<file path="src/rtl/bfly_pkg.sv">
package bfly_pkg;
  function automatic int unsigned min1_clog2(input int unsigned v);
    return (v > 1) ? $clog2(v) : 1;
  endfunction
endpackage

</file>
<file path="src/rtl/bfly_partner_sel.sv">
module bfly_partner_sel #(
  parameter int unsigned ID_W  = 3,
  parameter int unsigned STG_W = 2
) (
  input  logic [ID_W-1:0]  node_id_i,
  input  logic [STG_W-1:0] stage_i,
  output logic [ID_W-1:0]  dest_o
);
  // flip the single index bit selected by the stage
  for (genvar b = 0; b < ID_W; b++) begin : g_bit
    assign dest_o[b] = node_id_i[b] ^ (stage_i == STG_W'(b));
  end
endmodule

</file>
<file path="src/rtl/bfly_pending.sv">
module bfly_pending #(
  parameter int unsigned NUM_STAGES = 3,
  parameter int unsigned STG_W      = 2,
  parameter int unsigned PEND_W     = 3
) (
  input  logic             clk_i,
  input  logic             rst_ni,
  input  logic             rx_valid_i,
  input  logic [STG_W-1:0] rx_stage_i,
  input  logic [STG_W-1:0] cur_stage_i,
  input  logic             consume_i,
  output logic             have_msg_o
);
  logic [PEND_W-1:0] pend_q;
  logic [PEND_W-1:0] hit;

  for (genvar k = 0; k < PEND_W; k++) begin : g_slot
    logic set_k, clr_k;
    assign set_k  = rx_valid_i && (rx_stage_i == STG_W'(k)) && (k < NUM_STAGES);
    assign clr_k  = consume_i && (cur_stage_i == STG_W'(k));
    assign hit[k] = (cur_stage_i == STG_W'(k)) && (pend_q[k] || set_k);

    always_ff @(posedge clk_i or negedge rst_ni) begin
      if (!rst_ni)    pend_q[k] <= 1'b0;
      else if (clr_k) pend_q[k] <= 1'b0;
      else if (set_k) pend_q[k] <= 1'b1;
    end
  end

  assign have_msg_o = |hit;
endmodule

</file>
<file path="src/rtl/bfly_stage_ctrl.sv">
module bfly_stage_ctrl #(
  parameter int unsigned NUM_STAGES = 3,
  parameter int unsigned STG_W      = 2
) (
  input  logic             clk_i,
  input  logic             rst_ni,
  input  logic             start_i,
  input  logic             tx_fire_i,
  input  logic             have_msg_i,
  output logic             tx_req_o,
  output logic             consume_o,
  output logic [STG_W-1:0] stage_o,
  output logic             done_o
);
  localparam int unsigned LAST = (NUM_STAGES > 0) ? NUM_STAGES - 1 : 0;

  logic             busy_q, sent_q, done_q;
  logic [STG_W-1:0] stage_q;
  logic             adv;

  assign tx_req_o  = busy_q && !sent_q;
  assign adv       = busy_q && (sent_q || tx_fire_i) && have_msg_i;
  assign consume_o = adv;
  assign stage_o   = stage_q;
  assign done_o    = done_q;

  always_ff @(posedge clk_i or negedge rst_ni) begin
    if (!rst_ni) begin
      busy_q  <= 1'b0;
      sent_q  <= 1'b0;
      done_q  <= 1'b0;
      stage_q <= '0;
    end else if (start_i) begin
      busy_q  <= (NUM_STAGES > 0);
      sent_q  <= 1'b0;
      done_q  <= (NUM_STAGES == 0);
      stage_q <= '0;
    end else if (adv) begin
      sent_q <= 1'b0;
      if (stage_q == STG_W'(LAST)) begin
        busy_q <= 1'b0;
        done_q <= 1'b1;
      end else begin
        stage_q <= stage_q + 1'b1;
      end
    end else if (tx_fire_i) begin
      sent_q <= 1'b1;
    end
  end
endmodule

</file>
<file path="src/rtl/bfly_barrier_engine.sv">
module bfly_barrier_engine #(
  parameter int unsigned NUM_PROCS  = 8,
  parameter int unsigned NUM_STAGES = (NUM_PROCS > 1) ? $clog2(NUM_PROCS) : 0,
  parameter int unsigned ID_W       = bfly_pkg::min1_clog2(NUM_PROCS),
  parameter int unsigned STG_W      = bfly_pkg::min1_clog2(NUM_STAGES)
) (
  input  logic             clk_i,
  input  logic             rst_ni,
  input  logic [ID_W-1:0]  node_id_i,
  input  logic             start_i,
  output logic             tx_valid_o,
  input  logic             tx_ready_i,
  output logic [ID_W-1:0]  tx_dest_o,
  output logic [STG_W-1:0] tx_stage_o,
  input  logic             rx_valid_i,
  input  logic [STG_W-1:0] rx_stage_i,
  output logic             done_o
);
  localparam int unsigned PEND_W = (NUM_STAGES > 0) ? NUM_STAGES : 1;

  logic             tx_req, tx_fire, have_msg, consume;
  logic [STG_W-1:0] stage;

  assign tx_fire    = tx_req && tx_ready_i;
  assign tx_valid_o = tx_req;
  assign tx_stage_o = stage;

  bfly_stage_ctrl #(.NUM_STAGES(NUM_STAGES), .STG_W(STG_W)) u_ctrl (
    .clk_i      (clk_i),
    .rst_ni     (rst_ni),
    .start_i    (start_i),
    .tx_fire_i  (tx_fire),
    .have_msg_i (have_msg),
    .tx_req_o   (tx_req),
    .consume_o  (consume),
    .stage_o    (stage),
    .done_o     (done_o)
  );

  bfly_pending #(.NUM_STAGES(NUM_STAGES), .STG_W(STG_W), .PEND_W(PEND_W)) u_pend (
    .clk_i       (clk_i),
    .rst_ni      (rst_ni),
    .rx_valid_i  (rx_valid_i),
    .rx_stage_i  (rx_stage_i),
    .cur_stage_i (stage),
    .consume_i   (consume),
    .have_msg_o  (have_msg)
  );

  bfly_partner_sel #(.ID_W(ID_W), .STG_W(STG_W)) u_partner (
    .node_id_i (node_id_i),
    .stage_i   (stage),
    .dest_o    (tx_dest_o)
  );
endmodule

</file>
<file path="config.mk">
export PLATFORM = sky130hd
export DESIGN_NAME = bfly_barrier_engine
export DESIGN_NICKNAME = d
export VERILOG_FILES = /design/src/rtl/bfly_pkg.sv /design/src/rtl/bfly_partner_sel.sv /design/src/rtl/bfly_pending.sv /design/src/rtl/bfly_stage_ctrl.sv /design/src/rtl/bfly_barrier_engine.sv
export SDC_FILE = /design/constraint.sdc
export NUM_CORES = 1
export LEC_CHECK = 0
export ABC_AREA = 1
export BUFFER_PORTS_ARGS = -buffer_cell sky130_fd_sc_hd__buf_2
export CAP_MARGIN = 20
export CORE_AREA = 3 3 40 42
export DETAILED_ROUTE_END_ITERATION = 16
export DIE_AREA = 0 0 43 45
export SYNTH_ARGS = -nofsm -noshare
export SYNTH_HDL_FRONTEND = slang
export SYNTH_SLANG_ARGS = --single-unit
</file>
<file path="constraint.sdc">
create_clock -name clk_i -period 1.3 [get_ports clk_i]
set_input_delay 0.065 -clock clk_i [delete_from_list [all_inputs] [get_ports clk_i]]
set_output_delay 0.065 -clock clk_i [all_outputs]
set_load 0.01 [all_outputs]
</file>
# Yosys cells after proc, flatten, opt, wreduce, memory -nomap -nowiden
# Index checks and enable logic that the tools add are counted.
# word_totals
elab_cells	63
romBits	0
ff_bits	8
ram_bits	0
n_memories	0
latchBits	0
input_bits	10
# classes
n_reduce_logical	29
order_cmp	0
n_mul	0
mux	18
n_div	0
n_eq_ne	5
n_shift	0
add_sub_neg	1
n_bitwise	3
# op_table
operator	n
1-bit 2-to-1 mux	15
1-bit logical AND	13
2-bit nonzero test	5
2-bit 2-to-1 mux	3
2-bit by 1-bit equality test with 1-bit output (second input constant)	2
2-bit equality test (second input constant)	2
2-bit logical NOT	2
1-bit logical OR	4
2-bit AND reduction	2
3-bit nonzero test	1
3-bit OR reduction	1
1-bit bitwise XOR	3
2-bit by 1-bit adder with 2-bit output (second input constant)	1
2-bit inequality test (second input constant)	1
1-bit logical NOT	1

# Depth between registers and ports, before layout
# depth
depth_word	8
mapped_depth	10

# Modules after synthesis
# Synthesis repeated with hierarchy kept, for this count alone.
# unflattened
hier_cells	80
hier_area_um2	523.0
# modules_own_cells
module	instances	area_per_inst_um2	seq_area_each_um2	cells_per_inst
bfly_stage_ctrl	1	265.3	125.1	32
bfly_pending	1	185.2	75.1	30
bfly_partner_sel	1	65.1	0.0	16
bfly_barrier_engine	1	7.5	0.0	2

# Worst setup path before layout
# OpenSTA, ideal clock, no wires.
# synth_path
path_kind	reg-to-reg
start	register u_ctrl.stage_q[0] (netlist: u_ctrl.stage_o[0])
end	register u_ctrl.stage_q[0] (netlist: u_ctrl.stage_o[0])
slack_ns	0.046
path_buffers	0
setup_ns	0.117
path_stages_with_launch	9
t_arrival_ns	1.137
cell_sequence	dfrtp_1 -> inv_1 -> ha_1 -> nand2_1 -> nand3_2 -> nand3_2 -> nand2_1 -> nand2_1 -> nand2_1
# synth_between
elab_chain_cells	6
word_cells_on_any_way	15
# synth_lines
element	line_no	text
start, declared	bfly_stage_ctrl.sv:18	logic [STG_W-1:0] stage_q;
start signal, assigned	bfly_stage_ctrl.sv:44	stage_q <= stage_q + 1'b1;
2-bit by 1-bit equality test with 1-bit output, or another cell as far along	bfly_pending.sv:21	assign hit[k] = (cur_stage_i == STG_W'(k)) && (pend_q[k] || set_k);
1-bit logical AND	bfly_pending.sv:21	
3-bit OR reduction	bfly_pending.sv:30	assign have_msg_o = |hit;
1-bit logical AND	bfly_stage_ctrl.sv:22	assign adv = busy_q && (sent_q || tx_fire_i) && have_msg_i;
2-bit nonzero test (no source line)	-	
2-bit AND reduction (no source line)	-	
# Parallel ways exist; a longest one is shown, timed or not. The select of a mux whose other input is x is not followed.
# A chain may end at the register's enable or synchronous reset.

# Worst setup path in the final report
# layout_path
start	register u_ctrl.stage_q[0] (netlist: u_ctrl.stage_o[0])
end	output tx_dest_o[0]
# layout_between
elab_chain_cells	2
# layout_lines
element	line_no	text
2-bit logical NOT	bfly_partner_sel.sv:11	assign dest_o[b] = node_id_i[b] ^ (stage_i == STG_W'(b));
1-bit bitwise XOR	bfly_partner_sel.sv:11	
end, declared	bfly_barrier_engine.sv:13	output logic [ID_W-1:0] tx_dest_o,
# No other way between the ends.

==> key figures <==
Synth
  – Post-synth top area share: 0.4188
  – EDFF count, synth: 0
  – Flops & latches, synth: 8
  – Yosys cell types: 13
  – Synth area leader: dfrtp_1
  – Post-synth ARST share: 1.000
  – Top cells by area, synth: dfrtp_1, nand2_1, inv_1
  – Synth cell count leaders: nand2_1, inv_1, dfrtp_1, nand3_1
  – Synthesized Nets: 74
  – Syn. warnings: 0
  – Top-count cell post-synth: nand2_1
  – Post-synth top flop: dfrtp_1
  – Mapped Cells: ~60
  – Mean Syn Cell Area: between 7 and 8 um^2
  – Cell Area, Synth: between 400 and 500 um^2
  – Seq/Total Area, Yosys: 0.4188

STA
  – Setup violators final: 0
  – Setup skew after layout: 0.006430 ns
  – Final Hold Fails: 0
  – RSZ-0062 raised after global routing: yes
  – Worst-Margin Slew: approximately 0.25 ns
  – Crit share post-route: 0.9687
  – Fmax achieved: slightly below 800 MHz
  – Min cycle time layout: roughly 1.3 ns
  – Setup tns final: 0 ns
  – Slew headroom: 0.8316
  – Hold Slack: roughly 0.039 ns
  – Fin. max-slew vios: 0

Route
  – Initial drt markers: 2
  – Drt total wl: between 900 and 1000 um
  – 1st-pass router iterations: 2
  – DR vias: about 440
  – DR vias/cell: 4.410
  – ANT nets after route: 0
  – DRC Markers: 0
  – Mean routed wirelength per cell: about 10 um

Floorplan
  – Row count: 13
  – Placeable Area: about 1300 um^2
  – Initial Util: 0.3720
  – Die height: 45 um
  – Area of the die: 1935 um^2
  – Chip width: approximately 43 um
  – Ports: 17

Placement
  – IO Port Bufs: 16
  – Placed insts: 95
  – Gpl congestion: between 0.6 and 0.7
  – Post-DP HPWL: between 700 and 800 um

Pwr
  – Clock power share: 0.121
  – Combinational power share: 0.601
  – Leak: 0.3839 nW
  – Sw frac: 0.4249
  – Int Pwr: around 0.00089 W
  – Max IR drop VDD: between 1 and 1.5 mV
  – Psw: approximately 0.00066 W
  – Seq pwr share: 0.279
  – PwrDens: approximately 2300 nW/um^2

Worst setup path
  – Worst-path fanout max: 4
  – Startpoint types: register
  – Crit Path Category: register to primary output
  – CP required: approximately 1.2 ns
  – CP Data Arrival Time: between 1 and 1.5 ns
  – CP endpoint kind: primary output

Final layout
  – # diodes: 0
  – Final Instance Count excl. Fillers: 100
  – Layout cell share with drive strength beyond 1: 0.4235
  – Filler instances: approximately 120
  – Fin nets: 100
  – P&R area growth vs syn: 44.24%

Run
  – Max Cap Viol: 0

Global route
  – Initial antenna violation count: 0
  – Total grt overflow: 0
  – Vias in the first global route: about 430
  – Largest net degree at the start of global routing: 9
  – First-pass GRT wire length: 1731 um
  – Tot GR Track Use: 0.1262

Clocking
  – H-tree depth: 1
  – CTS tree: yes
  – Clk slew on worst S/H paths: 0.05 ns
  – Sink Count: 8
  – Root Driver: clkbuf_4
  – Clk Latency, worst-skew pair: between 0.2 and 0.3 ns
  – CTS Buf Count: 3
  – Max clock buf depth: 2

Status
  – Status: finished clean

Hold path
  – Hold Path Class: input pin to register
==> layer usage <==
metal  track usage  vias to the layer above  part of all wire
met5             0                        -                 0
met4       0.05422                        0            0.0080
met3       0.06375                        2             0.061
met2        0.2156                       11              0.52
met1        0.1315                      195              0.41
li1              -                      233                 -
==> cells in the final DEF, fill, tap and decap left out, types with 2 or more instances in the layout <==
master and instances:
buf_4 4, nor2_1 3, ha_4 3, dfrtp_1 6, a21oi_1 2, nand3_1 5
inv_4 2, nand3_2 3, xor2_1 3, dfrtp_2 2, inv_1 11, nand2_1 16
clkbuf_4 3, buf_2 16
==> final timing paths <==
path	from	to	slack, ns	depth (start not counted)
worst max-delay path	u_ctrl.stage_o[0]	tx_dest_o[0]	0.04	4
worst min-delay path	start_i	u_ctrl.sent_q	0.04	2
worst max register to register	u_ctrl.stage_o[0]	u_ctrl.stage_o[1]	0.09	8
worst min register to register	u_ctrl.busy_q	u_ctrl.busy_q	0.51	2
max in group asynchronous	rst_ni	u_ctrl.stage_o[0]	0.92	2
min in group asynchronous	rst_ni	u_pend.pend_q[1]	0.18	2
==> worst max-delay path, stage by stage (launching register included) <==
cell,delay [ns]
dfrtp_2,0.45
inv_4,0.09
ha_4,0.15
xor2_1,0.12
buf_2,0.14
==> stage by stage <==
step                      area, um^2  setup WS, ns    util  power (W)
after global placement         599.3       0.09373  0.4664   0.001175
after global routing           689.4      -0.03073  0.5365   0.001727
after floorplan                478.0       0.04633       -  0.0009041
after detailed placement       599.3       0.07394  0.4664   0.001190
final                          689.4       0.04074  0.5365   0.001555
after CTS                      665.6      -0.02715  0.5180   0.001497
==> cells by family after synthesis <==
| kind of cell | synth area share |
|---|---|
| flip-flops | 0.4188 |
| AO/OA/AOI/OAI | 0.03666 |
| buffers and inverters | 0.1099 |
| adder cells (fa/ha/maj) | 0.07854 |
| XOR/XNOR | 0.05498 |
| AND/OR/NAND/NOR | 0.3011 |
==> registers in the layout (all words and copies together) (netlist names) <==
register        flops
u_pend.pend_q       3
u_ctrl.stage_o      2
u_ctrl.done_o       1
u_ctrl.busy_q       1
u_ctrl.sent_q       1
==> final cells by class <==
class / count / area [um^2] / share of cell area
clock buffers: 3 / 22.52 / 0.03267
inverters: 14 / 57.56 / 0.08348
multi-input cells: 39 / 267.8 / 0.3884
flip-flops and latches: 8 / 202.7 / 0.2940
well taps: 15 / 18.77 / 0.02722
repair buffers: 21 / 120.1 / 0.1742
==> power by group through the flow <==
| stage | logic, W | clock network, W | registers [W] |
|---|---|---|---|
| finish | 0.000934 | 0.000187 | 0.000434 |
| global route | 0.00106 | 0.000214 | 0.000449 |
| CTS | 0.000871 | 0.000202 | 0.000424 |
| detailed placement | 0.000786 | 0 | 0.000405 |
| global placement | 0.000773 | 0 | 0.000402 |
| floorplan | 0.000489 | 0 | 0.000415 |
==> what timing repair did <==
action / CTS / global route
resized for setup: 10 / 4
endpoints found under the setup margin: 3 / 10
pin swaps: 2 / 2
endpoints found under the hold margin: 8 / 0
setup buffers: 2 / 2
hold buffers: 1 / 0
Note: power is estimated with default switching activity, not from simulation.
